### src/rtl/ssp_pkg.sv
package ssp_pkg;
  // Slot geometry is fixed: 64 bit clocks per frame, 16-bit samples.
  localparam int SAMPLE_W = 16;
  localparam int PAIR_W   = 2 * SAMPLE_W;

  typedef struct packed {
    logic       drive;     // falling bit-clock strobe: update outputs
    logic       sample;    // rising bit-clock strobe: capture sdIn
    logic       loadTx;    // first drive of a frame: fetch a new pair
    logic       pushRx;    // sample strobe of the final right-channel bit
    logic       bitValid;  // current position carries sample data
    logic [4:0] bitSel;    // bit index into the packed pair
  } stb_t;
endpackage

### src/rtl/ssp_ctrl.sv
module ssp_ctrl
  import ssp_pkg::*;
#(
  parameter int DIV_W = 8
) (
  input  logic             clk,
  input  logic             rstN,
  input  logic             enable,
  input  logic             fmtMsbJust,
  input  logic             clkSrcExt,
  input  logic [DIV_W-1:0] divHalf,
  input  logic             extBitClk,
  output stb_t             stb,
  output logic             bitClkOut,
  output logic             lrClk,
  output logic             sysClkOut
);
  logic [1:0]       extSync;
  logic             extPrev;
  logic [DIV_W-1:0] divCnt;
  logic [5:0]       pos;
  logic             started;
  logic             intToggle, riseEv, fallEv;
  logic [5:0]       nextPos, curPos, dataPos;

  always_comb begin
    intToggle = !clkSrcExt && (divCnt == divHalf);
    riseEv    = clkSrcExt ? (extSync[1] & ~extPrev) : (intToggle & ~bitClkOut);
    fallEv    = clkSrcExt ? (~extSync[1] & extPrev) : (intToggle & bitClkOut);
    nextPos   = pos + 6'd1;
    stb.drive  = enable & fallEv;
    stb.sample = enable & riseEv & started;
    curPos    = stb.drive ? nextPos : pos;
    // standard I2S delays the data one bit behind the frame position
    dataPos   = fmtMsbJust ? curPos : (curPos - 6'd1);
    stb.bitValid = !dataPos[4];
    stb.bitSel   = {~dataPos[5], ~dataPos[3:0]};
    stb.loadTx   = stb.drive && (nextPos == 6'd0);
    stb.pushRx   = stb.sample && (dataPos == 6'd47);
  end

  always_ff @(posedge clk or negedge rstN) begin
    if (!rstN) begin
      extSync <= '0;
      extPrev <= 1'b0;
    end else begin
      extSync <= {extSync[0], extBitClk};
      extPrev <= extSync[1];
    end
  end

  always_ff @(posedge clk or negedge rstN) begin
    if (!rstN) begin
      divCnt <= '0; bitClkOut <= 1'b0; pos <= 6'd63;
      started <= 1'b0; lrClk <= 1'b0; sysClkOut <= 1'b0;
    end else if (!enable) begin
      divCnt <= '0; bitClkOut <= 1'b0; pos <= 6'd63;
      started <= 1'b0; lrClk <= 1'b0; sysClkOut <= 1'b0;
    end else begin
      sysClkOut <= ~sysClkOut;
      if (clkSrcExt) begin
        bitClkOut <= extSync[1];
      end else if (intToggle) begin
        bitClkOut <= ~bitClkOut;
        divCnt    <= '0;
      end else begin
        divCnt <= divCnt + 1'b1;
      end
      if (stb.drive) begin
        pos     <= nextPos;
        lrClk   <= nextPos[5];
        started <= 1'b1;
      end
    end
  end

  // pins idle low one cycle after the link is disabled
  assert_idle_pins_low_R9: assert property (@(posedge clk) disable iff (!rstN)
    !enable |=> (!bitClkOut && !lrClk && !sysClkOut));

  // the frame signal moves only with a falling bit clock
  assert_lr_on_fall_R3: assert property (@(posedge clk) disable iff (!rstN)
    (enable && !$stable(lrClk)) |-> $fell(bitClkOut));

  // codec system clock toggles every cycle once running
  assert_sysclk_toggle_R10: assert property (@(posedge clk) disable iff (!rstN)
    (enable && $past(enable)) |-> !$stable(sysClkOut));
endmodule

### src/rtl/ssp_fifo.sv
module ssp_fifo #(
  parameter int WIDTH = 32,
  parameter int DEPTH = 16,
  localparam int AW = $clog2(DEPTH),
  localparam int LW = AW + 1
) (
  input  logic             clk,
  input  logic             rstN,
  input  logic             flush,
  input  logic             push,
  input  logic [WIDTH-1:0] wdata,
  input  logic             pop,
  output logic [WIDTH-1:0] rdata,
  output logic             empty,
  output logic             full,
  output logic [LW-1:0]    level
);
  logic [WIDTH-1:0] mem [DEPTH];
  logic [AW-1:0]    wrPtr, rdPtr;
  logic             doPush, doPop;

  assign empty  = (level == '0);
  assign full   = (level == LW'(DEPTH));
  assign doPush = push && !full && !flush;
  assign doPop  = pop && !empty && !flush;
  assign rdata  = mem[rdPtr];

  always_ff @(posedge clk) begin
    if (doPush) mem[wrPtr] <= wdata;
  end

  always_ff @(posedge clk or negedge rstN) begin
    if (!rstN) begin
      wrPtr <= '0; rdPtr <= '0; level <= '0;
    end else if (flush) begin
      wrPtr <= '0; rdPtr <= '0; level <= '0;
    end else begin
      if (doPush) wrPtr <= wrPtr + 1'b1;
      if (doPop)  rdPtr <= rdPtr + 1'b1;
      level <= level + LW'(doPush) - LW'(doPop);
    end
  end

  // fill level never exceeds the configured depth
  assert_level_bound_R5: assert property (@(posedge clk) disable iff (!rstN)
    level <= LW'(DEPTH));

  // a push into a full FIFO leaves the level unchanged
  assert_no_overflow_R8: assert property (@(posedge clk) disable iff (!rstN)
    (full && push && !pop && !flush) |=> full);
endmodule

### src/rtl/ssp_datapath.sv
module ssp_datapath
  import ssp_pkg::*;
#(
  parameter int FIFO_DEPTH = 16,
  localparam int LW = $clog2(FIFO_DEPTH) + 1
) (
  input  logic              clk,
  input  logic              rstN,
  input  logic              enable,
  input  stb_t              stb,
  input  logic [LW-1:0]     txThresh,
  input  logic [LW-1:0]     rxThresh,
  input  logic              txWrEn,
  input  logic [PAIR_W-1:0] txWrData,
  output logic              txFull,
  input  logic              rxRdEn,
  output logic [PAIR_W-1:0] rxRdData,
  output logic              rxEmpty,
  output logic              txReq,
  output logic              rxReq,
  output logic              underrunFlag,
  input  logic              clrUnderrun,
  output logic              overrunFlag,
  input  logic              clrOverrun,
  input  logic              sdIn,
  output logic              sdOut
);
  logic [PAIR_W-1:0] txHead, txPair, newPair, rxAsm, rxNext;
  logic              txEmpty, rxFull;
  logic [LW-1:0]     txLevel, rxLevel;

  ssp_fifo #(.WIDTH(PAIR_W), .DEPTH(FIFO_DEPTH)) u_txFifo (
    .clk(clk), .rstN(rstN), .flush(!enable),
    .push(txWrEn), .wdata(txWrData),
    .pop(stb.loadTx), .rdata(txHead),
    .empty(txEmpty), .full(txFull), .level(txLevel));

  ssp_fifo #(.WIDTH(PAIR_W), .DEPTH(FIFO_DEPTH)) u_rxFifo (
    .clk(clk), .rstN(rstN), .flush(!enable),
    .push(stb.pushRx), .wdata(rxNext),
    .pop(rxRdEn), .rdata(rxRdData),
    .empty(rxEmpty), .full(rxFull), .level(rxLevel));

  always_comb begin
    newPair = txPair;
    if (stb.loadTx) newPair = txEmpty ? '0 : txHead;
    rxNext = rxAsm;
    if (stb.sample && stb.bitValid) rxNext[stb.bitSel] = sdIn;
  end

  assign txReq = enable && (txLevel <= txThresh);
  assign rxReq = enable && (rxLevel >= rxThresh);

  always_ff @(posedge clk or negedge rstN) begin
    if (!rstN) begin
      txPair <= '0; sdOut <= 1'b0; rxAsm <= '0;
    end else if (!enable) begin
      txPair <= '0; sdOut <= 1'b0; rxAsm <= '0;
    end else begin
      if (stb.drive) begin
        txPair <= newPair;
        sdOut  <= stb.bitValid ? newPair[stb.bitSel] : 1'b0;
      end
      rxAsm <= rxNext;
    end
  end

  always_ff @(posedge clk or negedge rstN) begin
    if (!rstN) begin
      underrunFlag <= 1'b0;
      overrunFlag  <= 1'b0;
    end else begin
      if (stb.loadTx && txEmpty) underrunFlag <= 1'b1;
      else if (clrUnderrun)      underrunFlag <= 1'b0;
      if (stb.pushRx && rxFull)  overrunFlag  <= 1'b1;
      else if (clrOverrun)       overrunFlag  <= 1'b0;
    end
  end

  // serial output changes only after a falling-edge strobe
  assert_sd_on_fall_R3: assert property (@(posedge clk) disable iff (!rstN)
    (enable && !$stable(sdOut)) |-> $past(stb.drive));

  // starved frame start raises the sticky underrun flag
  assert_underrun_set_R7: assert property (@(posedge clk) disable iff (!rstN)
    (stb.loadTx && txEmpty) |=> underrunFlag);

  // completed pair into a full FIFO raises the sticky overrun flag
  assert_overrun_set_R8: assert property (@(posedge clk) disable iff (!rstN)
    (stb.pushRx && rxFull) |=> overrunFlag);
endmodule

### src/rtl/stereo_serial_port.sv
module stereo_serial_port
  import ssp_pkg::*;
#(
  parameter int FIFO_DEPTH = 16,
  parameter int DIV_W      = 8,
  localparam int LVL_W = $clog2(FIFO_DEPTH) + 1
) (
  input  logic              clk,
  input  logic              rstN,
  input  logic              enable,
  input  logic              fmtMsbJust,
  input  logic              clkSrcExt,
  input  logic [DIV_W-1:0]  divHalf,
  input  logic [LVL_W-1:0]  txThresh,
  input  logic [LVL_W-1:0]  rxThresh,
  input  logic              txWrEn,
  input  logic [PAIR_W-1:0] txWrData,
  output logic              txFull,
  input  logic              rxRdEn,
  output logic [PAIR_W-1:0] rxRdData,
  output logic              rxEmpty,
  output logic              txReq,
  output logic              rxReq,
  output logic              underrunFlag,
  input  logic              clrUnderrun,
  output logic              overrunFlag,
  input  logic              clrOverrun,
  input  logic              extBitClk,
  output logic              bitClk,
  output logic              lrClk,
  output logic              sdOut,
  input  logic              sdIn,
  output logic              sysClkOut
);
  stb_t stb;

  ssp_ctrl #(.DIV_W(DIV_W)) u_ctrl (
    .clk(clk), .rstN(rstN), .enable(enable), .fmtMsbJust(fmtMsbJust),
    .clkSrcExt(clkSrcExt), .divHalf(divHalf), .extBitClk(extBitClk),
    .stb(stb), .bitClkOut(bitClk), .lrClk(lrClk), .sysClkOut(sysClkOut));

  ssp_datapath #(.FIFO_DEPTH(FIFO_DEPTH)) u_data (
    .clk(clk), .rstN(rstN), .enable(enable), .stb(stb),
    .txThresh(txThresh), .rxThresh(rxThresh),
    .txWrEn(txWrEn), .txWrData(txWrData), .txFull(txFull),
    .rxRdEn(rxRdEn), .rxRdData(rxRdData), .rxEmpty(rxEmpty),
    .txReq(txReq), .rxReq(rxReq),
    .underrunFlag(underrunFlag), .clrUnderrun(clrUnderrun),
    .overrunFlag(overrunFlag), .clrOverrun(clrOverrun),
    .sdIn(sdIn), .sdOut(sdOut));
endmodule

### config.mk
export PLATFORM = sky130hd
export DESIGN_NAME = stereo_serial_port
export DESIGN_NICKNAME = d
export VERILOG_FILES = /design/src/rtl/ssp_pkg.sv /design/src/rtl/ssp_ctrl.sv /design/src/rtl/ssp_fifo.sv /design/src/rtl/ssp_datapath.sv /design/src/rtl/stereo_serial_port.sv
export SDC_FILE = /design/constraint.sdc
export NUM_CORES = 1
export LEC_CHECK = 0
export BUFFER_PORTS_ARGS = -buffer_cell sky130_fd_sc_hd__buf_2
export CORE_ASPECT_RATIO = 1.25
export CORE_MARGIN = 2
export CORE_UTILIZATION = 67
export DETAILED_ROUTE_END_ITERATION = 8
export PLACE_DENSITY = 0.84
export REMOVE_ABC_BUFFERS = 1
export SLEW_MARGIN = 5
export SYNTH_ARGS = -nofsm -noshare
export SYNTH_HDL_FRONTEND = slang
export SYNTH_SLANG_ARGS = --single-unit
### constraint.sdc
create_clock -name clk -period 15.85 [get_ports clk]
set_clock_uncertainty 0.2 [all_clocks]
set_input_delay 0.7925 -clock clk [delete_from_list [all_inputs] [get_ports clk]]
set_output_delay 0.7925 -clock clk [all_outputs]
set_load 0.01 [all_outputs]
==> impl_metrics.ini, run 1 <==
[cts]
cts_hold_buffers = 0
cts_root_buffer = clkbuf_16
clock_sinks = 1138
cts_resized = 0
post_cts_buffers = 0
htreeDepth = 3
clock_path_buffers = 3
cts_buffers = 101
clk_pin_slew_worst_paths_ns = 0.06
clk_latency_ns = 0.66
cts_tree = yes

[sta]
fin_setup_tns_ns = 0
rsz0062_at_grt = false
setup_viol = 0
timing.final.crit_share_pct = 34.4
final-hold-violation-count = 0
max_slew_margin_pct = 15.9
worstMarginPinSlew_ns = 1.26
maxSlewViolCount = 0
max_freq_mhz = 183
layout_min_cycle_time_ns = 5.46
worst_slack_ns = 10.39

[synthesis]
ys_top_cells_by_count = edfxtp_1 (1,024), mux4_2 (301), dfrtp_1 (108)
synth_warnings = 0
ys_types = 65
netlist_area_mm2 = 0.0453
ys_ff_latch = 1138
yosysSeqAreaShare_pct = 74.1
synth-main-ff-cell = edfxtp_1
synth_edf_count = 1024
syn_inst = 2220
yosys.area.top_type_share_pct = 67.8
synth-async-reset-ratio_pct = 10.0
synth_most_common_cell = edfxtp_1
synth_top_area_cell = edfxtp_1
synth.avg_cell_area_um2 = 20.4
yosys-top-cells-area = edfxtp_1 (68%), mux4_2 (15%), dfrtp_1 (6.0%)

[grt]
antenna_found_initial = 8
grt_pass1_wl_mm = 156
grtUsageTotal_pct = 31.1
grt_pass1_vias = 24300
grt_max_degree = 101
grt-ovfl-total = 0

[die]
core.rowCount = 106
die_x_um = 237
initial_core_util_pct = 67.7
dieArea_mm2 = 0.0698
core-area_mm2 = 0.0670
ios = 103
die_h_um = 295

[detailed_routing]
antenna_left = 0
vias = 22900
drt-vias-per-instance = 6.98
drt_iter0_markers = 2810
routed_wirelength_mm = 105
drc = 0
firstDrtPassIters = 7
wire_per_inst_um = 32.0

[setup_path]
cpMaxStageDelayCell = buf_4
slowest_delay_ns = 0.54
critPathCaptureType = flip-flop
critical_path.most_common_cell = inv_1
required_ns = 16.19
critical_path.top_delay_family = simple AND/OR/NAND/NOR gates
crit_type = primary input to flip-flop
critPathArrivalTime_ns = 5.80
cp_max_fo = 83
path_buf_inv = 6
crit_path_start_kind = primary input
worstPathCellList = buf_2 -> buf_4 -> nand3b_1 -> nor3_1 -> and3_1 -> o21ai_1 -> xnor2_2 -> nand2_1 -> o32a_2 -> nor3b_4 -> inv_1 -> ha_1 -> inv_1 -> ha_1 -> inv_1 -> fa_1 -> inv_1 -> a21oi_1 -> nor2_1 -> or3_1 -> and3_1

[power_and_ir_drop]
pwr_density_cell_mw_per_mm2 = 125
power_uw = 6250
vdd_drop_max_uv = 128
leakagePower_uw = 0.0155

[run]
maxCapViolations = 0

[layout]
drive_gt1_share_pct = 27.3
num-nets-final = 2438
area.growth.synth_to_final_pct = 10.3
fin_area_mm2 = 0.0500

[placed_design]
place_area_mm2 = 0.0469
post-place-ws_ns = 9.82
dp_hpwl_mm = 54.9
portBuffers = 102
gp_congestion = 0.828

[min_path]
hold_path.class = primary input to flip-flop

[run_status]
status = completed
==> metrics by stage <==
stage          std cells  hold slack, ns  util (%)
6_report            3287          0.0521      74.7
5_1_grt             3284          0.0453      74.6
4_1_cts             3282          0.0265      74.6
3_5_place_dp        3101           0.163      70.0
3_3_place_gp        3101           0.178      70.0
2_1_floorplan       2097           0.131         -
==> cell type report <==
cell class              instances  area [um^2]
multi-input cells             925        11200
flip-flops and latches       1138        33600
repair buffers                140          811
well taps                     864         1080
diodes                          5         12.5
inverters                      34          128
clock buffers                 135         2720
clock inverters                46          397
fillers                      3394        17000
==> cell usage in the layout (no fill, tap or decap), types with 35 or more instances in the layout <==
cell type / Yosys / layout
and2_1: 53 / 53
buf_2: 22 / 101
buf_4: 2 / 38
clkbuf_16: 0 / 102
dfrtp_1: 108 / 101
edfxtp_1: 1024 / 1024
ha_1: 35 / 35
mux4_2: 301 / 301
nand2_1: 84 / 84
o21ai_0: 43 / 43
==> registers in the layout, summed over array words and instances (netlist names), 2 cells and up <==
name,flops
u_data.u_txFifo.level,5
u_data.u_rxFifo.level,5
u_ctrl.extSync,2
u_data.rxAsm,32
u_ctrl.divCnt,8
u_data.txPair,32
u_data.u_rxFifo.rdPtr,4
u_data.u_rxFifo.wrPtr,4
u_data.u_txFifo.wrPtr,4
u_data.u_txFifo.mem,512
u_data.u_txFifo.rdPtr,4
u_ctrl.pos,6
u_data.u_rxFifo.mem,512
==> path summary, 6_finish.rpt <==
kind                                   start                  endpoint  slack, ns  cells past startpoint
hold reg to reg            u_ctrl.extSync[0]         u_ctrl.extSync[1]       0.17                      0
setup reg to reg            u_ctrl.divCnt[4]  u_data.u_rxFifo.level[4]      10.53                     19
min in group asynchronous               rstN  u_data.u_txFifo.level[3]       0.06                      1
max in group asynchronous               rstN  u_data.u_txFifo.rdPtr[2]      14.11                      2
setup / recovery                      enable  u_data.u_rxFifo.level[4]      10.39                     21
hold / removal                     extBitClk         u_ctrl.extSync[0]       0.05                      1
==> layer usage <==
layer  global-route usage [%]  share of wire, %  routed length (um)  vias to the layer above
met5                        0             0.015                  16                        -
met4                     13.9               4.7                4910                        2
met3                     4.45               7.4                7820                      317
met2                     56.1                54               57000                     1303
met1                     37.6                34               35500                    12000
li1                         -                 -                   -                     9329
==> kinds of logic (layout without fill, tap and decap cells) <==
group | after synthesis | in the layout | share of synthesized area [%]
buffers and inverters | 157 | 355 | 1.41
AND/OR/NAND/NOR | 315 | 315 | 3.64
XOR/XNOR | 39 | 39 | 0.770
adder cells (fa/ha/maj) | 37 | 37 | 1.05
other | 0 | 5 | 0
multiplexers | 348 | 348 | 16.1
AO/OA/AOI/OAI | 186 | 186 | 2.88
flip-flops | 1138 | 1138 | 74.1
==> power by group <==
group	internal, uW	switching, uW
Sequential	3280	59.0
Combinational	274	296
Clock	1300	1040
Total	4860	1400
Note: power is estimated with default switching activity, not from simulation.
==> run 2: changes to the inputs <==
Settings changed: CORE_UTILIZATION 67 to 56, PLACE_DENSITY 0.84 to 0.75.
Clock period 15.85 ns to 4.8 ns, I/O delays scaled along.
==> impl_metrics.ini, run 2 (synthesis gave the netlist of run 1 again) <==
[power_and_ir_drop]
clkPwrFrac_pct = 38.1
power_switching_uw = 4690
seq_power_share_pct = 52.6
vdd_drop_max_uv = 350
p_sw_share_pct = 22.3
leakagePower_uw = 0.0161
pwr_density_cell_mw_per_mm2 = 408
power.internal_uw = 16300
comb_power_share_pct = 9.3

[grt]
antenna_found_initial = 5
grt-ovfl-total = 0
grtUsageTotal_pct = 25.2
grt_pass1_wl_mm = 153
grt_pass1_vias = 24000
grt_max_degree = 58

[setup_path]
worstPathCellList = xor2_1 -> nor3_1 -> and3_1 -> or4_4 -> a21oi_2 -> a211o_1 -> o211ai_2 -> nor3b_4 -> inv_1 -> ha_1 -> inv_1 -> ha_1 -> inv_1 -> fa_1 -> inv_1 -> a21oi_1 -> nor2_1 -> or3_1 -> and3_1
crit_type = flip-flop to flip-flop
crit_path_start_kind = flip-flop
critPathArrivalTime_ns = 4.91
critical_path.top_delay_family = simple AND/OR/NAND/NOR gates
critical_path.most_common_cell = inv_1
critPathCaptureType = flip-flop
cp_max_fo = 8
cpMaxStageDelayCell = or4_4
required_ns = 5.15
slowest_delay_ns = 0.48
path_buf_inv = 4

[layout]
largestRegisters = u_data.u_rxFifo.mem x512, u_data.u_txFifo.mem x512
area.growth.synth_to_final_pct = 13.6
mostFrequentLayoutCells = edfxtp_1 (1,024), mux4_2 (301), clkbuf_16 (105), buf_2 (101), dfrtp_1 (101)
num-nets-final = 2539
final_common_cell = edfxtp_1
postLayoutCoreUtil_pct = 64.3
drive_gt1_share_pct = 28.7
fin_cells = 3596

[placed_design]
post-place-ws_ns = 0.264
gp_congestion = 0.794
dp_cells = 3354
dp_hpwl_mm = 59.5
portBuffers = 102

[die]
ios = 103
initial_core_util_pct = 56.6
core-area_mm2 = 0.0801
core.rowCount = 116
die_x_um = 258
die_h_um = 322
dieArea_mm2 = 0.0832

[run]
maxCapViolations = 0

[sta]
whs_ns = 0.0448
fin_setup_tns_ns = 0
max_slew_margin_pct = 17.9
worstMarginPinSlew_ns = 1.23
max_freq_mhz = 220
worst_slack_ns = 0.245
maxSlewViolCount = 0
timing.final.crit_share_pct = 94.9
layout_min_cycle_time_ns = 4.55
final-hold-violation-count = 0
rsz0062_at_grt = false
setup_viol = 0

[cts]
clk_latency_ns = 0.68
cts_root_buffer = clkbuf_16
clock_sinks = 1138
cts_buffers = 104
clk_pin_slew_worst_paths_ns = 0.06
cts_tree = yes
clock_path_buffers = 3
htreeDepth = 3

[run_status]
status = completed

[detailed_routing]
drc = 0
routed_wirelength_mm = 102
drt_iter0_markers = 2053
firstDrtPassIters = 6
antenna_left = 0
drt-vias-per-instance = 6.31
wire_per_inst_um = 28.4
vias = 22700

[min_path]
hold_path.class = primary input to flip-flop
==> run 2: power by group through the flow <==
stage               clock network [uW]  registers, uW  logic [uW]
floorplan                            0          11400        1290
global placement                     0          11200        1880
detailed placement                   0          11300        1940
CTS                               8110          11100        1980
global route                      8490          11100        2120
finish                            8000          11100        1940
==> run 2: area by class of cell <==
class | instances | area (um^2)
Antenna cell | 2 | 5.00
Clock buffer | 148 | 2830
Clock inverter | 49 | 475
Inverter | 34 | 128
Multi-Input combinational cell | 925 | 11200
Tap cell | 1062 | 1330
Fill cell | 5349 | 28600
Sequential cell | 1138 | 33600
Timing Repair Buffer | 238 | 1860
==> run 2: final timing paths <==
check	to	from	slack (ns)	cells after the start
setup / recovery	u_data.u_rxFifo.level[4]	u_ctrl.divCnt[5]	0.25	19
hold / removal	u_ctrl.extSync[0]	extBitClk	0.04	2
setup reg to reg	u_data.u_rxFifo.level[4]	u_ctrl.divCnt[5]	0.25	19
hold reg to reg	u_ctrl.extSync[1]	u_ctrl.extSync[0]	0.16	0
max in group asynchronous	u_data.u_rxFifo.rdPtr[0]	rstN	3.38	4
min in group asynchronous	u_ctrl.pos[5]	rstN	0.47	3
==> run 2: repair_timing <==
item,in CTS,in global routing
setup buffers,0,0
gates resized for setup,0,1
hold buffers,43,0
endpoints found under the hold margin,595,0
endpoints found under the setup margin,0,1
==> run 2: routing by layer <==
layer	GRT usage (%)	up-vias	routed length, um
met3	3.60	206	6200
met4	9.96	2	3640
met2	45.1	901	55100
met5	0	-	13
met1	31.1	12000	37300
li1	-	9540	-
==> run 2: metrics by stage <==
stage / power [uW] / area [um^2]
6_report: 21000 / 51500
5_1_grt: 21700 / 51500
4_1_cts: 21100 / 51500
3_5_place_dp: 13200 / 47700
3_3_place_gp: 13100 / 47700
2_1_floorplan: 12700 / 44800
